--- src/rtl/irq_arb_pkg.sv ---
package irq_arb_pkg;
    localparam int LVL_W   = 3;
    localparam int REQ_POS = LVL_W;
    localparam int WR_DW   = LVL_W + 1;
    localparam int EN_POS  = 0;

    typedef logic [LVL_W-1:0] lvl_t;

    typedef struct packed {
        logic req;
        lvl_t lvl;
    } src_state_t;

    typedef struct packed {
        logic en;
    } gate_state_t;
endpackage

--- src/rtl/irq_src_ctrl.sv ---
module irq_src_ctrl
    import irq_arb_pkg::*;
(
    input  logic             clk,
    input  logic             rst_n,
    input  logic             hw_set,
    input  logic             wr_sel,
    input  logic [WR_DW-1:0] wr_data,
    input  logic             acc_clr,
    output logic             req,
    output lvl_t             lvl
);
    src_state_t st_d, st_q;

    always_comb begin
        st_d = st_q;
        if (wr_sel) begin
            st_d.lvl = wr_data[LVL_W-1:0];
            if (!wr_data[REQ_POS]) begin
                st_d.req = 1'b0;
            end
        end
        if (acc_clr) begin
            st_d.req = 1'b0;
        end
        // hardware event outranks every clear
        if (hw_set) begin
            st_d.req = 1'b1;
        end
    end

    always_ff @(posedge clk or negedge rst_n) begin
        if (!rst_n) begin
            st_q <= '0;
        end else begin
            st_q <= st_d;
        end
    end

    assign req = st_q.req;
    assign lvl = st_q.lvl;
endmodule

--- src/rtl/irq_wr_decode.sv ---
module irq_wr_decode
    import irq_arb_pkg::*;
#(
    parameter int NUM_SRC = 8,
    parameter int AW      = 4
) (
    input  logic               clk,
    input  logic               rst_n,
    input  logic               wr_en,
    input  logic [AW-1:0]      wr_addr,
    input  logic               en_bit,
    output logic [NUM_SRC-1:0] src_sel,
    output logic               en_flag
);
    gate_state_t g_d, g_q;
    logic        gate_sel;

    always_comb begin
        for (int i = 0; i < NUM_SRC; i++) begin
            src_sel[i] = wr_en && (wr_addr == AW'(i));
        end
        gate_sel = wr_en && (wr_addr == AW'(NUM_SRC));
        g_d = g_q;
        if (gate_sel) begin
            g_d.en = en_bit;
        end
    end

    always_ff @(posedge clk or negedge rst_n) begin
        if (!rst_n) begin
            g_q <= '0;
        end else begin
            g_q <= g_d;
        end
    end

    assign en_flag = g_q.en;
endmodule

--- src/rtl/irq_prio_select.sv ---
module irq_prio_select
    import irq_arb_pkg::*;
#(
    parameter int NUM_SRC = 8,
    parameter int IW      = 3
) (
    input  logic [NUM_SRC-1:0] req,
    input  lvl_t               lvl [NUM_SRC],
    input  logic               en_flag,
    input  lvl_t               ipl,
    output logic [NUM_SRC-1:0] grant,
    output logic               win_valid,
    output logic [IW-1:0]      win_idx,
    output lvl_t               win_lvl
);
    logic [NUM_SRC-1:0] elig;

    always_comb begin
        win_valid = 1'b0;
        win_idx   = '0;
        win_lvl   = '0;
        for (int i = 0; i < NUM_SRC; i++) begin
            elig[i] = en_flag && req[i] && (lvl[i] > ipl);
            // strict compare keeps the lower index on a tie
            if (elig[i] && (!win_valid || (lvl[i] > win_lvl))) begin
                win_valid = 1'b1;
                win_idx   = IW'(i);
                win_lvl   = lvl[i];
            end
        end
        for (int i = 0; i < NUM_SRC; i++) begin
            grant[i] = win_valid && (win_idx == IW'(i));
        end
    end
endmodule

--- src/rtl/irq_prio_arb.sv ---
module irq_prio_arb
    import irq_arb_pkg::*;
#(
    parameter  int NUM_SRC = 8,
    localparam int IW      = (NUM_SRC > 1) ? $clog2(NUM_SRC) : 1,
    localparam int AW      = $clog2(NUM_SRC + 1)
) (
    input  logic               clk,
    input  logic               rst_n,
    input  logic [NUM_SRC-1:0] irq_in,
    input  logic [LVL_W-1:0]   ipl,
    input  logic               wr_en,
    input  logic [AW-1:0]      wr_addr,
    input  logic [WR_DW-1:0]   wr_data,
    output logic               acc_valid,
    output logic [IW-1:0]      acc_idx,
    output logic [LVL_W-1:0]   acc_lvl
);
    logic [NUM_SRC-1:0] src_sel;
    logic [NUM_SRC-1:0] req_vec;
    logic [NUM_SRC-1:0] grant;
    lvl_t               src_lvl [NUM_SRC];
    logic               en_flag;

    irq_wr_decode #(
        .NUM_SRC (NUM_SRC),
        .AW      (AW)
    ) u_dec (
        .clk     (clk),
        .rst_n   (rst_n),
        .wr_en   (wr_en),
        .wr_addr (wr_addr),
        .en_bit  (wr_data[EN_POS]),
        .src_sel (src_sel),
        .en_flag (en_flag)
    );

    for (genvar g = 0; g < NUM_SRC; g++) begin : g_src
        irq_src_ctrl u_src (
            .clk     (clk),
            .rst_n   (rst_n),
            .hw_set  (irq_in[g]),
            .wr_sel  (src_sel[g]),
            .wr_data (wr_data),
            .acc_clr (grant[g]),
            .req     (req_vec[g]),
            .lvl     (src_lvl[g])
        );
    end

    irq_prio_select #(
        .NUM_SRC (NUM_SRC),
        .IW      (IW)
    ) u_sel (
        .req       (req_vec),
        .lvl       (src_lvl),
        .en_flag   (en_flag),
        .ipl       (ipl),
        .grant     (grant),
        .win_valid (acc_valid),
        .win_idx   (acc_idx),
        .win_lvl   (acc_lvl)
    );
endmodule

--- config.mk ---
export PLATFORM = sky130hd
export DESIGN_NAME = irq_prio_arb
export DESIGN_NICKNAME = d
export VERILOG_FILES = /design/src/rtl/irq_arb_pkg.sv /design/src/rtl/irq_src_ctrl.sv /design/src/rtl/irq_wr_decode.sv /design/src/rtl/irq_prio_select.sv /design/src/rtl/irq_prio_arb.sv
export SDC_FILE = /design/constraint.sdc
export NUM_CORES = 1
export LEC_CHECK = 0
export BUFFER_PORTS_ARGS = -buffer_cell sky130_fd_sc_hd__buf_4
export CORE_UTILIZATION = 25
export DETAILED_ROUTE_END_ITERATION = 6
export HOLD_SLACK_MARGIN = 0.1
export PLACE_DENSITY = 0.52
export SYNTH_ARGS = -nofsm -noshare
export SYNTH_HDL_FRONTEND = slang
export SYNTH_SLANG_ARGS = --single-unit
--- constraint.sdc ---
create_clock -name clk -period 11.8 [get_ports clk]
set_input_delay 0 -clock clk [delete_from_list [all_inputs] [get_ports clk]]
set_output_delay 0 -clock clk [all_outputs]
set_load 0.02 [all_outputs]
======== After elaboration in Yosys (flattened, before gate mapping) ========
Cells that the tools add are included.
cells by class
  $lt $le $gt $ge ......................... 15
  equality and inequality tests ........... 23
  mux-type cells .......................... 48
  reductions and logical operators ........ 72
operators with widths
  operator                                             count
  > comparator 3 bit                                   15
  logical AND 1 bit                                    40
  2-to-1 mux 3 bit                                     12
  2-to-1 mux 4 bit                                     8
  2-to-1 mux 1 bit                                     26
  != test 3 x 2 -> 1 bit, second input constant        8
  nonzero test 3 bit                                   8
  equality test 4 x 3 -> 1 bit, second input constant  4
  AND reduction 2 bit                                  8
  equality test 3 bit, second input constant           4
  equality test 4 x 2 -> 1 bit, second input constant  2
  zero test 1 bit                                      7
  logical OR 1 bit                                     7
  equality test 3 x 2 -> 1 bit, second input constant  2
  equality test 4 x 1 -> 1 bit, second input constant  1
  equality test 4 bit, second input constant           1
  zero test 4 bit                                      1
  2-to-1 mux 2 bit                                     2
  equality test 3 x 1 -> 1 bit, second input constant  1
  zero test 3 bit                                      1
word-level totals
  flip-flop bits (word level) ............. 33
  input bits .............................. 22
  output and inout bits ................... 7
  logic and storage cells ................. 175

======== Logic depth before layout (Yosys ltp) ========
  depth in word-level cells ............... 35
  mapped depth ............................ 60

======== Hierarchy ========
Synthesis repeated with hierarchy kept, for this count alone.
second synthesis, totals
  cells, all modules ...................... 310
  area, all modules ....................... 3014.1 um2
modules (own cells, without submodules)
  module           instances  cells each  area each (um2)  sequential area each (um2)
  irq_prio_select  1          213         1669.1           0.0
  irq_src_ctrl     8          10          152.6            100.1
  irq_wr_decode    1          17          123.9            25.0

======== Worst setup path after synthesis ========
Ideal clock, no wire load.
  kind .................................... reg2reg
  start point ............................. register g_src[0].u_src.st_q (netlist bit g_src[0].u_src.lvl[1])
  end point ............................... register g_src[0].u_src.st_q (netlist bit g_src[0].u_src.req)
  library setup time ...................... 129 ps
  arrival time ............................ 10477 ps
  data required time ...................... 11671 ps
  path slack .............................. 1194 ps
  stages on the path, launching flop included .. 57
  buffers on the path ..................... 3
  period minus slack after synthesis ...... 10606 ps
  cell sequence ........................... dfrtp_1 ha_1 nor2b_4 o311a_4 and2_4 nand2_1 ha_1 nor2b_1 o21a_1 o21ai_1 o31a_1 a22oi_1 ha_1 nor2b_1 o21a_1 o21ai_1 a21boi_2 a221o_2 (+21 left out) buf_4 a211o_1 and2_1 ha_1 a21o_1 a21oi_1 a311oi_1 a21oi_2 clkbuf_1 nor2_1 a31o_1 ha_1 a21o_1 a21oi_1 a31oi_1 a21oi_1 o2111ai_2 o41a_1
between the ends
  word-level cells in the longest chain between the ends .. 35
ends and longest elaborated chain
  element                                                                          RTL line               source
  start: declaration                                                               irq_src_ctrl.sv:13     src_state_t st_d, st_q;
  start signal: assignment                                                         irq_src_ctrl.sv:36     st_q <= st_d;
  > comparator 3 bit                                                               irq_prio_select.sv:23  elig[i] = en_flag && req[i] && (lvl[i] > ipl);
  logical AND 1 bit                                                                irq_prio_select.sv:23
  2-to-1 mux 3 bit / 2-to-1 mux 1 bit (equally long branches)                      irq_prio_select.sv:25  if (elig[i] && (!win_valid || (lvl[i] > win_lvl))) begin
  > comparator 3 bit / zero test 1 bit (equally long branches)                     irq_prio_select.sv:25
  logical OR 1 bit                                                                 irq_prio_select.sv:25
  logical AND 1 bit                                                                irq_prio_select.sv:25
  2-to-1 mux 3 bit / 2-to-1 mux 1 bit (equally long branches)                      irq_prio_select.sv:25
  > comparator 3 bit / zero test 1 bit (equally long branches)                     irq_prio_select.sv:25
  (+20 left out)                                                                   n/a
  logical OR 1 bit                                                                 irq_prio_select.sv:25
  logical AND 1 bit                                                                irq_prio_select.sv:25
  2-to-1 mux 3 bit *                                                               irq_prio_select.sv:25
  via acc_idx[2]                                                                   irq_prio_arb.sv:16     output logic [IW-1:0] acc_idx,
  zero test 3 bit *                                                                irq_prio_select.sv:32  grant[i] = win_valid && (win_idx == IW'(i));
  logical AND 1 bit *                                                              irq_prio_select.sv:32
  != test 3 x 2 -> 1 bit (no source line) (tied with other cells)                  n/a
  AND reduction 2 bit (no source line) / 2-to-1 mux 1 bit (equally long branches)  n/a
Mark *: on every way through the listed nets, which the timed path passes. The rest lies on a longest branch.
A chain may end at the register's enable or synchronous reset.

======== Worst setup path after layout ========
  start point ............................. register g_src[0].u_src.st_q (netlist bit g_src[0].u_src.lvl[1])
  end point ............................... output port acc_lvl[0]
between the ends
  word-level cells in the longest chain between the ends .. 31
ends and longest elaborated chain
  element                                                       RTL line               source
  > comparator 3 bit                                            irq_prio_select.sv:23
  logical AND 1 bit                                             irq_prio_select.sv:23
  2-to-1 mux 3 bit / 2-to-1 mux 1 bit (equally long branches)   irq_prio_select.sv:25
  > comparator 3 bit / zero test 1 bit (equally long branches)  irq_prio_select.sv:25
  logical OR 1 bit                                              irq_prio_select.sv:25
  logical AND 1 bit                                             irq_prio_select.sv:25
  2-to-1 mux 3 bit / 2-to-1 mux 1 bit (equally long branches)   irq_prio_select.sv:25
  > comparator 3 bit / zero test 1 bit (equally long branches)  irq_prio_select.sv:25
  (+15 left out)                                                n/a
  > comparator 3 bit / zero test 1 bit (equally long branches)  irq_prio_select.sv:25
  logical OR 1 bit                                              irq_prio_select.sv:25
  logical AND 1 bit                                             irq_prio_select.sv:25
  2-to-1 mux 3 bit / 2-to-1 mux 1 bit (equally long branches)   irq_prio_select.sv:25
  > comparator 3 bit / zero test 1 bit (equally long branches)  irq_prio_select.sv:25
  logical OR 1 bit                                              irq_prio_select.sv:25
  logical AND 1 bit                                             irq_prio_select.sv:25
  2-to-1 mux 3 bit *                                            irq_prio_select.sv:25
  end: declaration                                              irq_prio_arb.sv:17     output logic [LVL_W-1:0] acc_lvl
Every way passes the cells marked *; elsewhere a longest branch is shown, timed or not.

==> flow_metrics.py <==
metrics = {
    "status": {
        "outcome": "complete, but fails checks",
        "violations": "DRC",
    },
    "setup_path": {
        "cpMostUsedCell": "ha_1",
        "path_class": "register to output port",
        "critPathRequiredTime_ns": 11.80,
        "critPathMaxFanout": 12,
        "critPathCapture": "acc_lvl[0]",
        "r2r_start": "g_src[0].u_src.lvl[1]$_DFFE_PN0P_",
        "rr_endpoint": "g_src[1].u_src.req$_DFFE_PN0P_",
        "slowest_delay_ns": 0.43,
        "r2r_slack_ns": 0.94,
        "startpoint_type": "register",
        "critPathCaptureType": "output port",
        "reg2reg_depth": 56,
        "cp_slowest_cell": "dfrtp_1",
        "arrival_ns": 11.11,
        "crit_start": "g_src[0].u_src.lvl[1]$_DFFE_PN0P_",
    },
    "cells_and_area": {
        "layout-area-overhead-vs-synth_pct": 26.7,
        "fin_cells": 516,
        "fillers": 1200,
        "postLayoutCoreUtil_pct": 33.1,
        "drive_above_1_share_pct": 28.2,
        "final_common_cell": "ha_1",
        "fin_area_mm2": 0.00384,
        "antenna_cells": 0,
        "final_cell_mix": "45 x ha_1, 44 x buf_4, 33 x dfrtp_1, 23 x nand2_1, 21 x mux2_2",
        "nets": 439,
    },
    "place": {
        "io_buffers": 28,
        "gp_congestion": 0.845,
        "dp.cells": 485,
        "post_dp_cell_area_mm2": 0.00343,
        "pre_cts_ws_ns": 0.575,
        "place_hpwl_um": 6790,
    },
    "synthesis": {
        "ys_types": 65,
        "synthTopCellsByArea": "dfrtp_1 27%, ha_1 19%, mux2_2 7.8%",
        "synth_ff_type": "dfrtp_1",
        "avgSynthCellArea_um2": 9.69,
        "syn_inst": 313,
        "synth-edff-count": 0,
        "synth.net_count": 380,
        "synth_top_area_share_pct": 27.2,
        "ys_seq_elements": 33,
        "ys_seq_area_share_pct": 27.2,
        "async_flop_share_pct": 100,
        "yosysTopAreaCell": "dfrtp_1",
        "ys_warn_count": 0,
        "synth_area_mm2": 0.00303,
    },
    "timing": {
        "worst_slack_ns": 0.689,
        "post-route-min-period_ns": 11.11,
        "slew_headroom_pct": 52.1,
        "worst_pin_slew_ns": 0.718,
        "post-route-period-util_pct": 94.2,
        "setup_violations": 0,
        "slew_viol_final": 0,
        "worst_clock_skew_ns": 0.00511,
        "hold_violations": 0,
        "max_freq_ghz": 0.0900,
    },
    "routing": {
        "via_count": 2665,
        "dr.first_iter.drc_count": 82,
        "wl_met1_um": 4230,
        "wirelength_um": 8830,
        "vias_per_cell": 5.16,
        "final_antenna_net_count": 0,
        "top_layer": "met4",
        "drc": 1,
        "wire_per_inst_um": 17.1,
        "dr_wl_met2_um": 4050,
        "drtPass1Iterations": 6,
        "wl_met3_um": 414,
    },
    "grt": {
        "grt_pass1_wl_um": 13800,
        "grt_use_total_pct": 14.3,
        "gr-total-overflow": 0,
        "first_global_vias": 2522,
        "grt_start_max_net_pins": 34,
        "antenna_found_initial": 0,
    },
    "die": {
        "floorplan.initialDensity_pct": 26.1,
        "die-width_um": 112,
        "die_y_um": 112,
        "core_mm2": 0.0116,
        "dieArea_mm2": 0.0126,
        "io_pins": 29,
        "num_rows": 39,
    },
    "clock_network": {
        "clk_latency_ns": 0.28,
        "cts_tree": "yes",
        "cts_root_buf": "clkbuf_16",
        "cts-htree-levels": 2,
        "cts_buffer_depth": 2,
        "cts_buffers": 5,
        "path_clk_slew_ns": 0.06,
        "cts_num_sinks": 33,
    },
    "pwr": {
        "vdd_drop_max_v": 0.0000773,
        "power_density_mw_per_mm2": 223,
        "p_leak_nw": 1.65,
    },
    "run": {
        "cap_violations": 0,
    },
    "worst_hold_path": {
        "holdCritPathClass": "input pin to register",
    },
}
==> cells in the mapped netlist, drive strengths merged (5+ instances only) <==
| cell | count |
|---|---|
| nand3 | 13 |
| a21o | 5 |
| and2 | 7 |
| nand2 | 23 |
| ha | 45 |
| nand2b | 5 |
| a22oi | 6 |
| inv | 18 |
| nor2 | 16 |
| a21oi | 9 |
| o21ai | 22 |
| o21a | 8 |
| dfrtp | 33 |
| nor2b | 14 |
| nor3 | 6 |
| mux2 | 22 |
==> per-stage QoR <==
step / hold WS, ns / TNS [ns] / power (mW)
CTS: 0.102 / 0 / 0.837
global route: 0.123 / -0.00252 / 0.926
finish: 0.0997 / 0 / 0.858
global placement: -0.0159 / 0 / 0.662
detailed placement: -0.0156 / 0 / 0.675
floorplan: -0.296 / 0 / 0.530
==> power breakdown <==
group          leakage (nW)  internal, mW  total (mW)  switching [mW]
logic                  1.19         0.240       0.527           0.287
registers             0.380         0.142       0.174          0.0321
clock network        0.0831         0.105       0.157          0.0519
total                  1.65         0.487       0.858           0.371
==> metal layers <==
layer	up-vias	global-route usage, %
met3	13	2.92
met4	0	3.47
met2	62	22.6
met5	-	0
met1	1280	20.0
li1	1310	-
==> sequential cells by signal, indices dropped and copies added, names as in the netlist <==
| name | cells |
|---|---|
| g_src.u_src.lvl | 24 |
| g_src.u_src.req | 8 |
| u_dec.en_flag | 1 |
==> final cells by class <==
cell class / count / area (um^2) / share of cell area (%)
repair buffers: 57 / 460 / 12.0
flip-flops and latches: 33 / 826 / 21.5
clock buffers: 6 / 139 / 3.62
multi-input cells: 257 / 2130 / 55.5
inverters: 18 / 67.6 / 1.76
clock inverters: 2 / 37.5 / 0.978
well taps: 143 / 179 / 4.66
==> how the worst min path moves through the flow <==
stage,start,endpoint,slack [ns],cells after the start
2_1_floorplan,rst_n,g_src[0].u_src.lvl[0]$_DFFE_PN0P_,-0.30,0
3_3_place_gp,rst_n,g_src[4].u_src.lvl[2]$_DFFE_PN0P_,-0.02,1
3_5_place_dp,rst_n,g_src[3].u_src.lvl[1]$_DFFE_PN0P_,-0.02,1
4_1_cts,wr_en,u_dec.en_flag$_DFFE_PN0P_,0.10,3
5_1_grt,wr_en,u_dec.en_flag$_DFFE_PN0P_,0.12,3
6_report,wr_en,u_dec.en_flag$_DFFE_PN0P_,0.1,3
==> what timing repair did <==
item                       in CTS  in global routing
gates resized for setup         0                  7
hold buffers                   13                  0
hold endpoints to repair       58                  0
buffers inserted                0                 10
setup endpoints to repair       0                 14
==> worst max-delay path: cells and delay by family, from the launching register on <==
kind | cells | cell delay (ns)
buf+inv | 3 | 0.56
compound gates | 32 | 5.42
mux | 1 | 0.34
flops | 1 | 0.43
simple gates | 13 | 1.79
fa+ha+maj | 8 | 2.30
==> logic make-up (layout without fill, tap and decap cells) <==
logic type | count (synthesis) | in the layout | synth area share (%)
and+or+nand+nor | 98 | 98 | 18.0
AOI/OAI and AO/OA | 92 | 92 | 24.8
adders and majority gates | 45 | 45 | 18.6
DFF | 33 | 33 | 27.2
buffers and inverters | 23 | 83 | 3.26
muxes | 22 | 22 | 8.17
Power figures use the tool's default switching activity.
